## config.mk

```make
export PLATFORM = sky130hd
export DESIGN_NAME = rqt_tracker
export DESIGN_NICKNAME = d
export VERILOG_FILES = /design/src/rtl/rqt_pkg.sv /design/src/rtl/rqt_hold.sv /design/src/rtl/rqt_match.sv /design/src/rtl/rqt_resolve.sv /design/src/rtl/rqt_tracker.sv
export SDC_FILE = /design/constraint.sdc
export NUM_CORES = 1
export LEC_CHECK = 0
export ABC_CLOCK_PERIOD_IN_PS = 4400
export BUFFER_PORTS_ARGS = -buffer_cell sky130_fd_sc_hd__buf_4
export CORE_ASPECT_RATIO = 0.8
export CORE_UTILIZATION = 35
export CTS_CLUSTER_DIAMETER = 80
export DETAILED_ROUTE_END_ITERATION = 10
export PLACE_DENSITY = 0.65
export SLEW_MARGIN = 10
export SYNTH_ARGS = -nofsm -noshare
export SYNTH_HDL_FRONTEND = slang
export SYNTH_HIERARCHICAL = 1
export SYNTH_SLANG_ARGS = --single-unit
```

## constraint.sdc

```tcl
create_clock -name clk -period 4.4 [get_ports clk]
set_input_delay 0.22 -clock clk [delete_from_list [all_inputs] [get_ports clk]]
set_output_delay 0.22 -clock clk [all_outputs]
set_load 0.02 [all_outputs]
```

## src/rtl/rqt_pkg.sv

```systemverilog
package rqt_pkg;

    typedef enum logic [1:0] {
        CMD_NONE   = 2'd0,
        CMD_RD_SH  = 2'd1,
        CMD_RD_MOD = 2'd2,
        CMD_INVAL  = 2'd3
    } req_cmd_e;

    typedef enum logic [1:0] {
        LN_INVALID    = 2'd0,
        LN_SH_CLEAN   = 2'd1,
        LN_EXCL_CLEAN = 2'd2,
        LN_EXCL_DIRTY = 2'd3
    } line_state_e;

    typedef enum logic [2:0] {
        TS_IDLE   = 3'd0,
        TS_ISSUED = 3'd1,
        TS_SPLIT  = 3'd2,
        TS_WAIT   = 3'd3,
        TS_RETRY  = 3'd4
    } trk_state_e;

    localparam logic RSP_SHARED = 1'b0;
    localparam logic RSP_MOD    = 1'b1;

    function automatic logic wants_shared(req_cmd_e c);
        return c == CMD_RD_SH;
    endfunction

endpackage

```

## src/rtl/rqt_hold.sv

```systemverilog
module rqt_hold
    import rqt_pkg::*;
#(
    parameter int ADDR_W = 16
) (
    input  logic              clk,
    input  logic              rst,
    input  logic              load,
    input  req_cmd_e          cmd_in,
    input  logic [ADDR_W-1:0] addr_in,
    output req_cmd_e          cmd_q,
    output logic [ADDR_W-1:0] addr_q
);
    always_ff @(posedge clk) begin
        if (rst) begin
            cmd_q  <= CMD_NONE;
            addr_q <= '0;
        end else if (load) begin
            cmd_q  <= cmd_in;
            addr_q <= addr_in;
        end
    end
endmodule

```

## src/rtl/rqt_match.sv

```systemverilog
module rqt_match #(
    parameter int ADDR_W   = 16,
    parameter int LINE_OFS = 4
) (
    input  logic [ADDR_W-1:0] held_addr,
    input  logic [ADDR_W-1:0] seen_addr,
    output logic              same_line
);
    localparam int TAG_W = ADDR_W - LINE_OFS;

    logic [TAG_W-1:0] held_tag;
    logic [TAG_W-1:0] seen_tag;

    assign held_tag  = held_addr[ADDR_W-1:LINE_OFS];
    assign seen_tag  = seen_addr[ADDR_W-1:LINE_OFS];
    assign same_line = (held_tag == seen_tag);
endmodule

```

## src/rtl/rqt_resolve.sv

```systemverilog
module rqt_resolve
    import rqt_pkg::*;
(
    input  req_cmd_e    cmd,
    input  logic        stat_tf,
    input  logic        rsp_kind,
    input  logic        rsp_tf,
    output line_state_e direct_state,
    output logic        rsp_completes,
    output line_state_e rsp_state,
    output logic        wait_snarf
);
    always_comb begin
        if (wants_shared(cmd)) begin
            direct_state  = stat_tf ? LN_SH_CLEAN : LN_EXCL_CLEAN;
            rsp_completes = (rsp_kind == RSP_SHARED);
            rsp_state     = rsp_tf ? LN_SH_CLEAN : LN_EXCL_CLEAN;
            wait_snarf    = (rsp_kind == RSP_SHARED);
        end else begin
            direct_state  = LN_EXCL_DIRTY;
            rsp_completes = (rsp_kind == RSP_MOD);
            rsp_state     = LN_EXCL_DIRTY;
            wait_snarf    = 1'b0;
        end
    end
endmodule

```

## src/rtl/rqt_tracker.sv

```systemverilog
module rqt_tracker
    import rqt_pkg::*;
#(
    parameter int ADDR_W   = 16,
    parameter int LINE_OFS = 4
) (
    input  logic              clk,
    input  logic              rst,
    input  logic [1:0]        issue_cmd,
    input  logic [ADDR_W-1:0] issue_addr,
    input  logic              stat_valid,
    input  logic              stat_wt,
    input  logic              stat_sr,
    input  logic              stat_tf,
    input  logic              rsp_valid,
    input  logic              rsp_kind,
    input  logic [ADDR_W-1:0] rsp_addr,
    input  logic              rsp_tf,
    output logic              busy,
    output logic              done,
    output logic [1:0]        done_state,
    output logic              retry_req,
    output logic [1:0]        retry_cmd,
    output logic [ADDR_W-1:0] retry_addr
);
    trk_state_e        st_q, st_d;
    req_cmd_e          cmd_q;
    logic [ADDR_W-1:0] addr_q;
    logic              load;
    logic              hit;
    line_state_e       direct_state, rsp_state, fin_d;
    logic              rsp_completes, wait_snarf;
    logic              done_d;
    logic              done_q;
    line_state_e       fin_q;

    assign load = (st_q == TS_IDLE) && (issue_cmd != 2'd0);

    rqt_hold #(.ADDR_W(ADDR_W)) u_hold (
        .clk    (clk),
        .rst    (rst),
        .load   (load),
        .cmd_in (req_cmd_e'(issue_cmd)),
        .addr_in(issue_addr),
        .cmd_q  (cmd_q),
        .addr_q (addr_q)
    );

    rqt_match #(.ADDR_W(ADDR_W), .LINE_OFS(LINE_OFS)) u_match (
        .held_addr(addr_q),
        .seen_addr(rsp_addr),
        .same_line(hit)
    );

    rqt_resolve u_resolve (
        .cmd          (cmd_q),
        .stat_tf      (stat_tf),
        .rsp_kind     (rsp_kind),
        .rsp_tf       (rsp_tf),
        .direct_state (direct_state),
        .rsp_completes(rsp_completes),
        .rsp_state    (rsp_state),
        .wait_snarf   (wait_snarf)
    );

    always_comb begin
        st_d   = st_q;
        done_d = 1'b0;
        fin_d  = LN_INVALID;
        unique case (st_q)
            TS_IDLE: if (load) st_d = TS_ISSUED;
            TS_ISSUED: begin
                if (stat_valid) begin
                    if (stat_wt)      st_d = TS_WAIT;
                    else if (stat_sr) st_d = TS_SPLIT;
                    else begin
                        st_d   = TS_IDLE;
                        done_d = 1'b1;
                        fin_d  = direct_state;
                    end
                end
            end
            TS_SPLIT: begin
                if (rsp_valid && hit && rsp_completes) begin
                    st_d   = TS_IDLE;
                    done_d = 1'b1;
                    fin_d  = rsp_state;
                end
            end
            TS_WAIT: begin
                if (rsp_valid && hit) begin
                    if (wait_snarf) begin
                        st_d   = TS_IDLE;
                        done_d = 1'b1;
                        fin_d  = LN_SH_CLEAN;
                    end else begin
                        st_d = TS_RETRY;
                    end
                end
            end
            TS_RETRY: st_d = TS_ISSUED;
            default:  st_d = TS_IDLE;
        endcase
    end

    always_ff @(posedge clk) begin
        if (rst) begin
            st_q   <= TS_IDLE;
            done_q <= 1'b0;
            fin_q  <= LN_INVALID;
        end else begin
            st_q   <= st_d;
            done_q <= done_d;
            fin_q  <= fin_d;
        end
    end

    assign busy       = (st_q != TS_IDLE);
    assign done       = done_q;
    assign done_state = fin_q;
    assign retry_req  = (st_q == TS_RETRY);
    assign retry_cmd  = cmd_q;
    assign retry_addr = addr_q;

    AST_RESET_QUIET: assert property (@(posedge clk) $past(rst) |-> (!done && !retry_req && !busy));
    AST_NO_DONE_FROM_IDLE: assert property (@(posedge clk) disable iff (rst) $past(st_q == TS_IDLE) |-> !done);
    AST_DIRTY_NEEDS_MOD: assert property (@(posedge clk) disable iff (rst) (done && done_state == 2'd3) |-> (cmd_q != CMD_RD_SH));
    AST_SPLIT_NEEDS_HIT: assert property (@(posedge clk) disable iff (rst) (done && $past(st_q == TS_SPLIT)) |-> $past(rsp_valid && hit));
    AST_SNARF_SHARED: assert property (@(posedge clk) disable iff (rst) (done && $past(st_q == TS_WAIT)) |-> (done_state == 2'd1));
    AST_RETRY_FROM_WAIT: assert property (@(posedge clk) disable iff (rst) $rose(retry_req) |-> ($past(st_q == TS_WAIT) && !done));
    AST_RETRY_ONE_CYCLE: assert property (@(posedge clk) disable iff (rst) retry_req |=> !retry_req);
    AST_DONE_IDLE: assert property (@(posedge clk) disable iff (rst) done |-> !busy);
endmodule

```

; After elaboration in Yosys (flattened, before gate mapping)
; Cells that the tools add are included.
[word_totals]
reg_bits = 24
wordCells = 51
[classes]
eq_ne = 10
n_mux = 28
bitwise_logic = 1
reduce_logical = 7
[op_table]
columns = op, n
row1 = 2-bit 2-to-1 mux, 10
row2 = 3-bit 2-to-1 mux, 5
row3 = 3-bit one-hot mux with 5 select lines, 1
row4 = 12-bit equality test, 1
row5 = 1-bit 2-to-1 mux, 10
row6 = 2-bit != test (second input constant), 4
row7 = 3-bit by 2-bit equality test with 1-bit output (second input constant), 2
row8 = 2-bit one-hot mux with 3 select lines, 1
row9 = 4-bit AND reduction, 1
row10 = 3-bit by 1-bit equality test with 1-bit output (second input constant), 1
row11 = 3-bit equality test (second input constant), 1
row12 = 1-bit logical AND, 3
row13 = 3-bit logical NOT, 1
row14 = 1-bit one-hot mux with 3 select lines, 1
row15 = 3-bit nonzero test, 1
row16 = 2-bit by 1-bit equality test with 1-bit output (second input constant), 1
row17 = 2-bit nonzero test, 1
row18 = 1-bit inverter, 1

; Depth between registers and ports, before layout
[depth]
ltp_word = 6
ltp_mapped = 8

; Cells and area by module
; Netlist, hierarchy kept.
[by_module_without_submodules]
columns = module, instances, cells_per_inst, area_per_inst_um2
row1 = rqt_hold, 1, 58, 649.4
row2 = rqt_tracker, 1, 45, 375.4
row3 = rqt_match, 1, 16, 133.9
row4 = rqt_resolve, 1, 8, 58.8

; Least setup slack after synthesis
; No wires, ideal clock.
[synth_timing]
path_type = register -> register
startpoint = reg u_hold.addr_q[7]
endpoint = reg st_q[0]
setup_time_ns = 0.122
arrival_time_ns = 1.543
setup_slack_ns = 2.735
stages_incl_launch_ff = 7
path_cell_list = dfxtp_1 -> xnor2_1 -> nand4_1 -> nor3_2 -> o211ai_1 -> and3b_1 -> o311a_1
[synth_between]
elab_chain_cells = 5
word_cells_on_any_way = 6
classes_between = eq/ne (3) / reduce/logical (3)
[synth_lines]
columns = element, line_no
row1 = start: declaration, rqt_hold.sv:12  ; output logic [ADDR_W-1:0] addr_q
row2 = start signal: assignment, rqt_hold.sv:20  ; addr_q <= addr_in;
row3 = 12-bit equality test (*), rqt_match.sv:16  ; assign same_line = (held_tag == seen_tag);
row4 = named net hit, rqt_tracker.sv:30  ; logic hit;
row5 = 1-bit logical AND (*), "rqt_tracker.sv:84, rqt_tracker.sv:91"
row6 = 1-bit logical AND, rqt_tracker.sv:84  ; if (rsp_valid && hit && rsp_completes) begin
row7 = 2-bit != test (no source line), -
row8 = 4-bit AND reduction (no source line) (*), -
row9 = end signal: assignment, rqt_tracker.sv:112  ; st_q <= st_d;
row10 = end: declaration, rqt_tracker.sv:26  ; trk_state_e st_q, st_d;
; Mark *: on every way through the listed nets, which the timed path passes. The rest lies on a longest branch.
; A chain may end at the register's enable or synchronous reset.

; Worst setup path in the final report
[layout_timing]
startpoint = reg st_q[1]
endpoint = reg u_hold.addr_q[10]
[layout_between]
elab_chain_cells = 2
[layout_lines]
columns = element, line_no
row1 = 3-bit logical NOT, rqt_tracker.sv:37  ; assign load = (st_q == TS_IDLE) && (issue_cmd != 2'd0);
row2 = 1-bit logical AND, rqt_tracker.sv:37
row3 = named net load, rqt_tracker.sv:29  ; logic load;
; The timed path passes the listed nets, and every way through them passes these cells.

==> run summary <==
In this design, the stage delay of the slowest critical-path cell is 890 ps. After global routing the overflow that remains totals 0. The post-synthesis average cell area was 9.59 um^2. The type of the setup path with the least slack was register to register. The tools report the initial antenna violation count as 0. The run gives 36 as the number of DRC markers after the initial detailed-route iteration. Once the floorplan was initialized, standard cells occupied 38.1% of the core. The horizontal die dimension was 67.9 um; the remaining max-slew budget at the tightest pin was 23.9%.

The share of synthesized area occupied by flip-flops and latches was 39.5%. The post-synthesis net count is 171, and the fraction of the mapped netlist area in compound gates is 6.17%. The final routed wire length divided by cell count is 12.9 um. The power density normalized to cell area came out at 370 mW/mm^2. For this run, asynchronously set or reset flops after synthesis account for 0%. In this run, the combinational gates consume 34.4% of the power. Sequential cells account for 42.8% of the total power. In this run the tool buffered the top-level ports with 61 buffer cells. The worst register-to-register path begins at st_q[1]$_SDFFE_PP0P_. From synthesis to final layout, the design area changed by 41.5%. The run gives 18 as the floorplan row count. After routing, the total negative slack on setup checks comes to 0 ps.

The number of flops mapped to enable cells by yosys works out to 0. After filler insertion, the fill cell instance count of the layout stands at 317. The final number of hold-violating endpoints is 0. The slowest cell on the critical path was sky130_fd_sc_hd__nor2_2. The number of instances resized during post-cts repair is 0, and the overall power of the completed layout is 0.637 mW. Yosys mapped the design onto 34 distinct sky130hd cell types.

The count of cells along the worst hold path works out to 3. Using the TritonRoute via totals, the vias-per-cell ratio works out to 4.89. The run gives 2260 um as the half-perimeter wire length after placement. The cell count after synthesis was 127.

The signal on the critical path passes through nor3_1 -> inv_1 -> nor2_2 -> mux2i_1 -> nor2_1. Of all nets on the critical path, the largest fanout is 18. The first global-routing pass estimated 4570 um of wire. The smallest clock period supported by the final layout is computed as 2160 ps. TritonCTS built the clock tree. The total number of yosys warnings came out at 6. The origin of the worst min-delay path was issue_addr[13]. TritonCTS created 3 clock buffers. For this run, design rule violations remaining after detail routing come to 0. The worst clock skew is 2.40 ps. The number of buffer and inverter stages on the critical path came out at 1. The kind of cell adding the most delay to the critical path is simple AND/OR/NAND/NOR gates.

The tools report the via count of the first global-routing pass as 1072. The dominant combinational cell family by area after synthesis was simple AND/OR/NAND/NOR gates. In this run the standard cell core region covers 0.00320 mm^2. The post-synthesis mux area share was 14.8%. The die covers 0.00372 mm^2.

The logs give 225 for the post-layout instance count excluding filler cells and 24 for the number of clock sinks seen by CTS. The clock reaches the later pin of the worst-skew pair after 260 ps. The total standard cell area after synthesis is 0.00122 mm^2. Cells with a size suffix above 1 make up 37.8% of the layout. Across all layers, the routed design uses 1100 vias.

The run gives 23 as the largest net degree at the start of global routing. The power dissipated by switching net loads was 0.203 mW; the fraction of synthesized cell area in xor and xnor cells was 8.63%. The arrival time at the worst endpoint is 2320 ps, and the number of maximum-capacitance constraint violations is 0.

The clock network burns 22.9% of the power. For the worst flop-to-flop path, the logic depth is 5. Summing the areas of all and, or, nand and nor instances in the mapped netlist gives 24.0% of the synthesized area. Buffers inserted to repair hold after CTS numbered 0. H-tree depth: 1. Worst min-delay path endpoint: u_hold/addr_q[13]$_SDFFE_PP0P_. The worst setup path is captured at a register. For the data required time of the critical path, the log shows 4550 ps. Synthesized flop and latch total: 24. The worst-case IR drop observed on VDD is 201 uV. The total routing resource utilization after global routing is 17.1%. For the final cell utilization of the core, the log shows 53.9%.

In this run the critical register-to-register path is captured at u_hold/addr_q[10]$_SDFFE_PP0P_. For this block, the routed nets add up to 2900 um of wire. The logs give 0 for the remaining number of nets flagged by the antenna check after routing and 230 for the count of nets after finishing.

Setup repair after global routing left no endpoint under its margin. The max-slew violation count is 0, and the first-pass iteration count of the detailed router is 4. Setup violations remaining at the end of the flow were counted as 0. The synthesized netlist devotes 1.03% of its cell area to adder and majority cells.

The die is 54.8 um tall. The worst hold-check path type was input port to register. The run gives 0.780 nW as the reported leakage power.

The tools report the total I/O pin count as 66. The count of placed standard cells including taps is 221. The longest clock path from root to sink contains 2 buffers.

Setup slack on the worst reg-to-reg path comes out at 2240 ps. At the pin with the least slew margin, the transition time is 1140 ps. Routability-driven placement finished with a final weighted congestion of 0.873. The startpoint kind of the worst setup timing path was a register. The flow ran to the end, and the final reports show no timing, DRC or antenna violations. The number of inserted diodes is 0. The part of the cycle the worst path needs works out to 49.2%. Library cell used as clock root buffer: sky130_fd_sc_hd__clkbuf_8. The internal power of the cells totals 0.435 mW. In this run switching power makes up 31.8% of total power.

The top flip-flop cell by instance count after synthesis is sky130_fd_sc_hd__dfxtp_1. Clock-pin slew was measured on the worst setup and hold paths at 80 ps. Post-CTS timing repair inserted 0 buffers for setup. Static timing analysis puts the maximum clock frequency at 462 MHz.
[logic make-up (layout without fill, tap and decap cells)]
group,count (synthesis),count (layout)
and+or+nand+nor,51,51
DFF,24,24
muxes,18,18
xor gates and xnor gates,12,12
AOI/OAI and AO/OA,11,11
buffers and inverters,10,68
adders and majority gates,1,1
[layout by cell type (no fill, tap or decap), types with 2 or more instances in the layout]
master and instances:
sky130_fd_sc_hd__and3b_1 2, sky130_fd_sc_hd__nand4_1 8, sky130_fd_sc_hd__inv_1 3, sky130_fd_sc_hd__nand3_1 2, sky130_fd_sc_hd__buf_4 61, sky130_fd_sc_hd__a31oi_1 2
sky130_fd_sc_hd__dfxtp_1 24, sky130_fd_sc_hd__nor2_1 22, sky130_fd_sc_hd__o21ai_0 2, sky130_fd_sc_hd__a21oi_1 3, sky130_fd_sc_hd__nand3b_1 4, sky130_fd_sc_hd__or3b_1 2
sky130_fd_sc_hd__mux2i_1 18, sky130_fd_sc_hd__xnor2_1 12, sky130_fd_sc_hd__clkbuf_8 4
[flip-flops by register name (all words and copies together) (netlist names)]
name and count:
done 1, done_state 2, u_hold/addr_q 16, st_q 3, u_hold/cmd_q 2
[per-layer routing]
metal	up-vias	global-route usage, %	share of wire [%]
li1	560	-	-
met1	506	20.0	45
met2	30	30.1	49
met3	4	5.21	5.3
met4	0	4.86	0.73
met5	-	0	0
[worst min-delay path, cell delays in order]
cell and delay, ps:
sky130_fd_sc_hd__buf_4 70, sky130_fd_sc_hd__mux2i_1 50, sky130_fd_sc_hd__nor2_1 70
[through the flow]
| stage | hold slack (ps) | worst slack [ps] | area [um^2] |
|---|---|---|---|
| floorplan | 298 | 2740 | 1220 |
| global placement | 451 | 2290 | 1670 |
| detailed placement | 462 | 2210 | 1670 |
| CTS | 186 | 2200 | 1720 |
| global route | 180 | 1990 | 1720 |
| finish | 188 | 2240 | 1720 |
[final cells by class]
class | instances | area [um^2] | area share, %
repair buffers | 61 | 458 | 26.6
multi-input cells | 93 | 668 | 38.8
clock buffers | 4 | 55.1 | 3.20
flip-flops and latches | 24 | 480 | 27.9
inverters | 3 | 11.3 | 0.654
well taps | 40 | 50.0 | 2.90
[worst max path at each step]
stage,from,endpoint,slack [ps],cells past startpoint
2_1_floorplan,u_hold/addr_q[7]$_SDFFE_PP0P_,st_q[0]$_SDFFE_PP0P_,2740,6
3_3_place_gp,st_q[1]$_SDFFE_PP0P_,u_hold/addr_q[9]$_SDFFE_PP0P_,2290,5
3_5_place_dp,st_q[2]$_SDFFE_PP0P_,u_hold/addr_q[8]$_SDFFE_PP0P_,2210,5
4_1_cts,st_q[2]$_SDFFE_PP0P_,u_hold/addr_q[8]$_SDFFE_PP0P_,2200,5
5_1_grt,st_q[1]$_SDFFE_PP0P_,u_hold/addr_q[10]$_SDFFE_PP0P_,1990,5
6_report,st_q[1]$_SDFFE_PP0P_,u_hold/addr_q[10]$_SDFFE_PP0P_,2240,5
[Yosys cell counts (all sizes together), types with 3 or more instances]
master | instances | share of area (%)
dfxtp | 24 | 39
inv | 3 | 0.92
buf | 5 | 4.2
nand3b | 4 | 2.5
xnor2 | 12 | 8.6
nor2 | 23 | 7.1
a21oi | 3 | 1.2
nand4 | 8 | 4.1
mux2i | 18 | 15
[power groups by stage]
stage               Sequential [mW]  Combinational (mW)  Clock (mW)
floorplan                     0.292               0.134           0
global placement              0.276               0.217           0
detailed placement            0.277               0.220           0
CTS                           0.273               0.221       0.151
global route                  0.277               0.239       0.161
finish                        0.273               0.219       0.146
(Power assumes the default switching activity.)
